[config.mk]
export PLATFORM = sky130hd
export DESIGN_NAME = ifetch_decoder
export DESIGN_NICKNAME = d
export VERILOG_FILES = /design/src/rtl/fd_pkg.sv /design/src/rtl/fd_form.sv /design/src/rtl/fd_fields.sv /design/src/rtl/ifetch_decoder.sv
export SDC_FILE = /design/constraint.sdc
export NUM_CORES = 1
export LEC_CHECK = 0
export BUFFER_PORTS_ARGS = -buffer_cell sky130_fd_sc_hd__buf_2
export CORE_ASPECT_RATIO = 1.5
export CORE_MARGIN = 3
export CORE_UTILIZATION = 38
export DETAILED_ROUTE_END_ITERATION = 6
export PLACE_DENSITY_LB_ADDON = 0.3
export SLEW_MARGIN = 40
export SYNTH_ARGS = -nofsm -noshare
export SYNTH_HDL_FRONTEND = slang
export SYNTH_SLANG_ARGS = --single-unit
[constraint.sdc]
create_clock -name clk -period 8.9 [get_ports clk]
set_input_delay 0.89 -clock clk [delete_from_list [all_inputs] [get_ports clk]]
set_output_delay 0.89 -clock clk [all_outputs]
set_load 0.1 [all_outputs]
[src/rtl/fd_pkg.sv]
package fd_pkg;
  typedef enum logic [3:0] {
    OPC_NOP   = 4'h0,
    OPC_HALT  = 4'h1,
    OPC_MOVRR = 4'h2,
    OPC_MOVIR = 4'h3,
    OPC_MOVRM = 4'h4,
    OPC_MOVMR = 4'h5,
    OPC_ALU   = 4'h6,
    OPC_JUMP  = 4'h7,
    OPC_CALL  = 4'h8,
    OPC_RET   = 4'h9,
    OPC_PUSH  = 4'hA,
    OPC_POP   = 4'hB
  } opc_e;

  localparam logic [3:0] NO_REG = 4'hF;
endpackage

[src/rtl/fd_form.sv]
module fd_form
  import fd_pkg::*;
(
  input  logic [3:0] icode,
  input  logic [3:0] ifun,
  output logic       has_reg,
  output logic       has_const,
  output logic       bad
);
  logic known;
  logic fun_ok;

  always_comb begin
    known     = 1'b1;
    has_reg   = 1'b0;
    has_const = 1'b0;
    case (icode)
      OPC_NOP, OPC_HALT, OPC_RET: ;
      OPC_MOVRR, OPC_ALU, OPC_PUSH, OPC_POP: has_reg = 1'b1;
      OPC_JUMP, OPC_CALL: has_const = 1'b1;
      OPC_MOVIR, OPC_MOVRM, OPC_MOVMR: begin
        has_reg   = 1'b1;
        has_const = 1'b1;
      end
      default: known = 1'b0;
    endcase
    fun_ok = (ifun == 4'h0) || (icode == OPC_ALU) || (icode == OPC_JUMP);
    bad    = !(known && fun_ok);
    if (bad) begin
      has_reg   = 1'b0;
      has_const = 1'b0;
    end
  end
endmodule

[src/rtl/fd_fields.sv]
module fd_fields
  import fd_pkg::*;
#(
  parameter int WORD_W = 32,
  localparam int WORD_BYTES = WORD_W / 8,
  localparam int MAX_LEN = WORD_BYTES + 2
) (
  input  logic [MAX_LEN*8-1:0] bytes,
  input  logic                 has_reg,
  input  logic                 has_const,
  output logic [3:0]           ra,
  output logic [3:0]           rb,
  output logic [WORD_W-1:0]    valc
);
  logic [WORD_W-1:0] raw_after_reg;
  logic [WORD_W-1:0] raw_after_op;

  for (genvar k = 0; k < WORD_BYTES; k++) begin : g_const
    assign raw_after_reg[8*k +: 8] = bytes[8*(k+2) +: 8];
    assign raw_after_op[8*k +: 8]  = bytes[8*(k+1) +: 8];
  end

  always_comb begin
    ra = has_reg ? bytes[15:12] : NO_REG;
    rb = has_reg ? bytes[11:8]  : NO_REG;
    if (!has_const)   valc = '0;
    else if (has_reg) valc = raw_after_reg;
    else              valc = raw_after_op;
  end
endmodule

[src/rtl/ifetch_decoder.sv]
module ifetch_decoder
  import fd_pkg::*;
#(
  parameter int ADDR_W = 32,
  parameter int WORD_W = 32,
  localparam int WORD_BYTES = WORD_W / 8,
  localparam int MAX_LEN = WORD_BYTES + 2,
  localparam int LEN_W = $clog2(MAX_LEN + 1)
) (
  input  logic                 clk,
  input  logic                 rst,
  input  logic [ADDR_W-1:0]    pc_i,
  input  logic [MAX_LEN*8-1:0] bytes_i,
  output logic [3:0]           icode_o,
  output logic [3:0]           ifun_o,
  output logic [3:0]           ra_o,
  output logic [3:0]           rb_o,
  output logic [WORD_W-1:0]    valc_o,
  output logic [ADDR_W-1:0]    valp_o,
  output logic [LEN_W-1:0]     len_o,
  output logic                 has_reg_o,
  output logic                 has_const_o,
  output logic                 bad_o
);
  logic [3:0]        icode_c, ifun_c, ra_c, rb_c;
  logic              has_reg_c, has_const_c, bad_c;
  logic [WORD_W-1:0] valc_c;
  logic [LEN_W-1:0]  len_c;
  logic [ADDR_W-1:0] valp_c;

  assign icode_c = bytes_i[7:4];
  assign ifun_c  = bytes_i[3:0];

  fd_form u_form (
    .icode     (icode_c),
    .ifun      (ifun_c),
    .has_reg   (has_reg_c),
    .has_const (has_const_c),
    .bad       (bad_c)
  );

  fd_fields #(.WORD_W(WORD_W)) u_fields (
    .bytes     (bytes_i),
    .has_reg   (has_reg_c),
    .has_const (has_const_c),
    .ra        (ra_c),
    .rb        (rb_c),
    .valc      (valc_c)
  );

  always_comb begin
    len_c  = LEN_W'(1) + LEN_W'(has_reg_c)
           + (has_const_c ? LEN_W'(WORD_BYTES) : LEN_W'(0));
    valp_c = pc_i + ADDR_W'(len_c);
  end

  always_ff @(posedge clk) begin
    if (rst) begin
      icode_o     <= '0;
      ifun_o      <= '0;
      ra_o        <= NO_REG;
      rb_o        <= NO_REG;
      valc_o      <= '0;
      valp_o      <= '0;
      len_o       <= '0;
      has_reg_o   <= 1'b0;
      has_const_o <= 1'b0;
      bad_o       <= 1'b0;
    end else begin
      icode_o     <= icode_c;
      ifun_o      <= ifun_c;
      ra_o        <= ra_c;
      rb_o        <= rb_c;
      valc_o      <= valc_c;
      valp_o      <= valp_c;
      len_o       <= len_c;
      has_reg_o   <= has_reg_c;
      has_const_o <= has_const_c;
      bad_o       <= bad_c;
    end
  end
endmodule

### Word-level counts from Yosys, hierarchy flattened

Cells that the tools add are included.

* bits in registers: 86
* input bits: 82

* $add $sub $neg: 3
* equality and inequality tests: 11
* multiplexer cells: 7
* bitwise operators: 2
* reductions and logical operators: 11

Operator list (number)
* $add 32x3->32: 1
* $mux 32: 1
* $eq 4x3->1 const B: 4
* $eq 4x4->1 const B: 4
* $reduce_or 12->1: 1
* $eq 4x2->1 const B: 2
* $logic_not 4->1: 2
* $reduce_or 7->1: 1
* $mux 1: 5
* $reduce_or 5->1: 1
* $eq 4x1->1 const B: 1
* $reduce_or 2->1: 2
* $add 2x3->3: 1
* $mux 3: 1
* $add 1x1->2 const A: 1
* $logic_or 1x1->1: 2
* $not 1->1: 2
* $logic_and 1x1->1: 1
* $logic_not 1->1: 1

### Depth between registers and ports, before layout

* depth after elaboration: 8
* mapped depth: 14
* gate-level depth less buffers: 11

### Modules after synthesis

A second synthesis with hierarchy kept.

* cells, all modules: 379
* area, all modules: 3666.0 µm²

By module, submodules not included
* ifetch_decoder: instances 1, cells each 288, area an instance 2929.1 µm², seq. area each 1681.6 µm²
* fd_fields: instances 1, cells each 80, area an instance 664.4 µm², seq. area each 0.0 µm²
* fd_form: instances 1, cells each 11, area an instance 72.6 µm², seq. area each 0.0 µm²

### Least setup slack after synthesis

OpenSTA, ideal clock, no wires.

* kind: in2reg
* start: input bytes_i[6]
* end: register valp_o[18]
* arrival: 3.845 ns
* setup slack: 4.985 ns
* stages: 13
* path buffers: 2
* cell sequence: and2_1 -> nor2_1 -> or2_2 -> clkbuf_1 -> clkbuf_1 -> ha_1 -> inv_1 -> fa_1 -> nor2b_1 -> o31ai_1 -> nor4_1 -> or3b_2 -> a21oi_1

* cells in the longest elaborated chain, start to end: 8
* elaborated cells between the ends (all ways): 27
* classes of those cells: add/sub: 3; eq/ne: 11; mux: 6; reduce/logical: 7

Ends and longest elaborated chain
* start: declaration: line ifetch_decoder.sv:13 `input logic [MAX_LEN*8-1:0] bytes_i,`
* $eq 4x1->1 (tied with other cells): line fd_form.sv:17 `case (icode)`
* $reduce_or 12->1 (no source line) / $logic_or 1x1->1 (equally long branches)
* $mux 1 / $logic_or 1x1->1 (equally long branches): line fd_form.sv:17, fd_form.sv:27
* $logic_and 1x1->1: line fd_form.sv:28 `bad = !(known && fun_ok);`
* $mux 1 (*): line fd_form.sv:29 `if (bad) begin`
* $add 1x1->2 (*): line ifetch_decoder.sv:52 `len_c = LEN_W'(1) + LEN_W'(has_reg_c)`
* $add 2x3->3 (*): line ifetch_decoder.sv:53 `+ (has_const_c ? LEN_W'(WORD_BYTES) : LEN_W'(0));`
* net len_c[0]: line ifetch_decoder.sv:28 `logic [LEN_W-1:0] len_c;`
* $add 32x3->32 (*): line ifetch_decoder.sv:54 `valp_c = pc_i + ADDR_W'(len_c);`
* end signal: assignment: line ifetch_decoder.sv:75 `valp_o <= valp_c;`
* end: declaration: line ifetch_decoder.sv:19 `output logic [ADDR_W-1:0] valp_o,`

Mark *: on every way through the listed nets, which the timed path passes. The rest lies on a longest branch.
A chain may end at the register's enable or synchronous reset.

### Final worst setup path

* start: input bytes_i[1]
* end: register valp_o[31]

* cells in the longest elaborated chain, start to end: 8
* elaborated cells between the ends (all ways): 10
* classes of those cells: add/sub: 3; mux: 3; reduce/logical: 4

Ends and longest elaborated chain
* $logic_not 4->1 (*): line fd_form.sv:27 `fun_ok = (ifun == 4'h0) || (icode == OPC_ALU) || (icode == OPC_JUMP);`
* $logic_or 1x1->1 (*) (2 in a row): line fd_form.sv:27
* $logic_and 1x1->1 (*): line fd_form.sv:28
* $mux 1: line fd_form.sv:29
* $add 1x1->2 / $mux 3 (equally long branches): line ifetch_decoder.sv:52, ifetch_decoder.sv:53
* $add 2x3->3 (*): line ifetch_decoder.sv:53
* $add 32x3->32 (*): line ifetch_decoder.sv:54

Every way passes the cells marked *; elsewhere a longest branch is shown, timed or not.

==> impl_metrics.toml <==
[clock_network]
cts_made_buffers = 9
cts-root-buf = "clkbuf_16"
cts_resized = 0
clockBufferDepth = 2
cts_tree = "yes"
clkSlewWorstSetupHoldPaths_ns = 0.06
cts_sinks = 84
cts.hold.buffers_added = 0
htreeDepth = 3
post-cts-setup-buffers = 0

[yosys]
synthCells = 388
synth_warnings = 0
async_flop_share_pct = 0
synth_top_area_share_pct = 49.8
ys_seq_area_share_pct = 49.8
synth-seq-cells = 84
synth_top_cell_by_area = "dfxtp_1"
synth_area_sq_mm = 0.00338
synth_nets = 473
ys_top_cells_by_area = "dfxtp_1, nand2_1, a21oi_1"
synth_edf_count = 0
synthFlopType = "dfxtp_1"
synth_area_per_cell_sq_um = 8.71
ys_types = 43

[drt]
drt-total-wl_um = 9440
ant_nets = 0
firstDrtPassIters = 4
num_vias = 3337
drtIter0Drc = 137
vias_per_cell = 5.12
wl_per_cell_um = 14.5
remaining_drc_errors = 0

[worst_hold_path]
hp-class = "in2reg"
min_from = "bytes_i[9]"

[sta]
layout_setup_ws_ns = 4.71
worst_slew_pin_slew_ns = 0.743
setup_viol = 0
fmax_mhz = 239
min_period_ns = 4.19
drv_slew = 0
hold_viol = 0
hold_ws_ns = 0.763
relSlewSlack_pct = 50.5
fin_crit_sh_pct = 47.1
rsz0062_at_grt = "no"
fin_tns_setup_ns = 0

[flow_run]
maxCapViolations = 0

[worst_setup_path]
critPathKind = "in2reg"
critical_path.max_stage_delay_ns = 0.59
cp-startpoint = "bytes_i[1]"
endpoint_kind = "flop"
critPathSlowestCell = "or2_2"
path_cells = "buf_2, nor4_4, nor2_1, or2_2, inv_2, ha_1, a211o_1, o31ai_1, a211o_1, nor4_1, mux2_2"
startpoint_type = "input port"
path_common_cell = "a211o_1"
cp.required_ns = 9.12
arrival_ns = 4.41
crit_fanout = 44

[run_status]
status = "completed"

[die]
die_h_um = 121
io_pins = 168
core_area_sq_mm = 0.00852
rows = 41
die_width_um = 83.0
start_util_pct = 39.7
die_area_sq_mm = 0.0101

[cells_and_area]
final_cell_mix = "buf_2, dfxtp_1, nand2_1"
nets = 625
nFillCells = 830
drive_gt1_share_pct = 36.3
diodes = 0
final_util_pct = 53.4
stdcell_count = 652
area_growth_pct = 34.6
final_common_cell = "buf_2"

[grt]
grt_pass1_wl_um = 14900
grt_overflow = 0
grt_max_degree = 57
track_usage_pct = 18.3
grt_pass1_vias = 3167
antenna_found_initial = 0

[placement]
gp_congestion = 0.850
dp.cells = 636
io_buffer_count = 167
post-dp-hpwl_um = 7110
dp_slack_ns = 3.73

[power]
power_density_mw_per_mm2 = 214
power_leakage_nw = 2.10
ir_drop_v = 0.000110
flip-flops by register name (all words and copies together), names as in the netlist:
register  cells
valc_o       32
rb_o          4
valp_o       32
icode_o       4
ifun_o        4
len_o         3
ra_o          4
bad_o         1
critical path, delay by kind of cell:
| kind | cells | cell delay (ns) |
|---|---|---|
| AO/OA/AOI/OAI | 3 | 0.75 |
| adder cells (fa/ha/maj) | 1 | 0.27 |
| buffers and inverters | 2 | 0.63 |
| multiplexers | 1 | 0.37 |
| AND/OR/NAND/NOR | 4 | 1.48 |
power breakdown:
group          switching, mW  internal (mW)
clock network          0.148          0.224
logic                  0.164         0.0415
registers            0.00379          0.391
total                  0.316          0.657
metal layers:
layer	track usage, %	routed length (um)	vias to the layer above	share of wire (%)
met5	0	0	-	0
met4	8.28	197	0	2.1
met3	5.03	789	17	8.4
met2	32.7	4910	169	52
met1	20.1	3540	1501	38
li1	-	-	1650	-
worst paths after layout:
check | endpoint | slack (ns) | cells past startpoint
min | rb_o[1] | 0.76 | 2
max | valp_o[31] | 4.71 | 11
kinds of logic after synthesis:
family / Yosys count / share of synthesized area [%]
XOR/XNOR: 9 / 2.33
flip-flops: 84 / 49.8
multiplexers: 3 / 0.963
AO/OA/AOI/OAI: 79 / 14.2
adder cells (fa/ha/maj): 3 / 1.33
buffers and inverters: 34 / 4.18
AND/OR/NAND/NOR: 176 / 27.2
through the flow:
step | total power [mW] | cell area [sq um]
after global placement | 0.608 | 4240
after global routing | 1.01 | 4550
after detailed placement | 0.610 | 4240
after floorplan | 0.557 | 3380
final | 0.973 | 4550
after CTS | 0.983 | 4550
synthesized netlist by cell type (all sizes together) (5+ instances only):
cell    instances
buf             7
o31ai          14
inv             6
nand2          75
nand3          12
nor4            8
nand4           5
clkbuf         20
or3            11
dfxtp          84
a21oi          53
xnor2           9
nor2b          12
or4            12
nor2           20
final cells by class:
class	count	area [sq um]	area share [%]
tap	107	134	2.95
clock buffer	10	239	5.26
multi-input combinational	270	1560	34.2
timing repair buffer	168	846	18.6
inverter	7	26.3	0.578
clock inverter	6	63.8	1.40
sequential	84	1680	37.0
(Power assumes the default switching activity.)
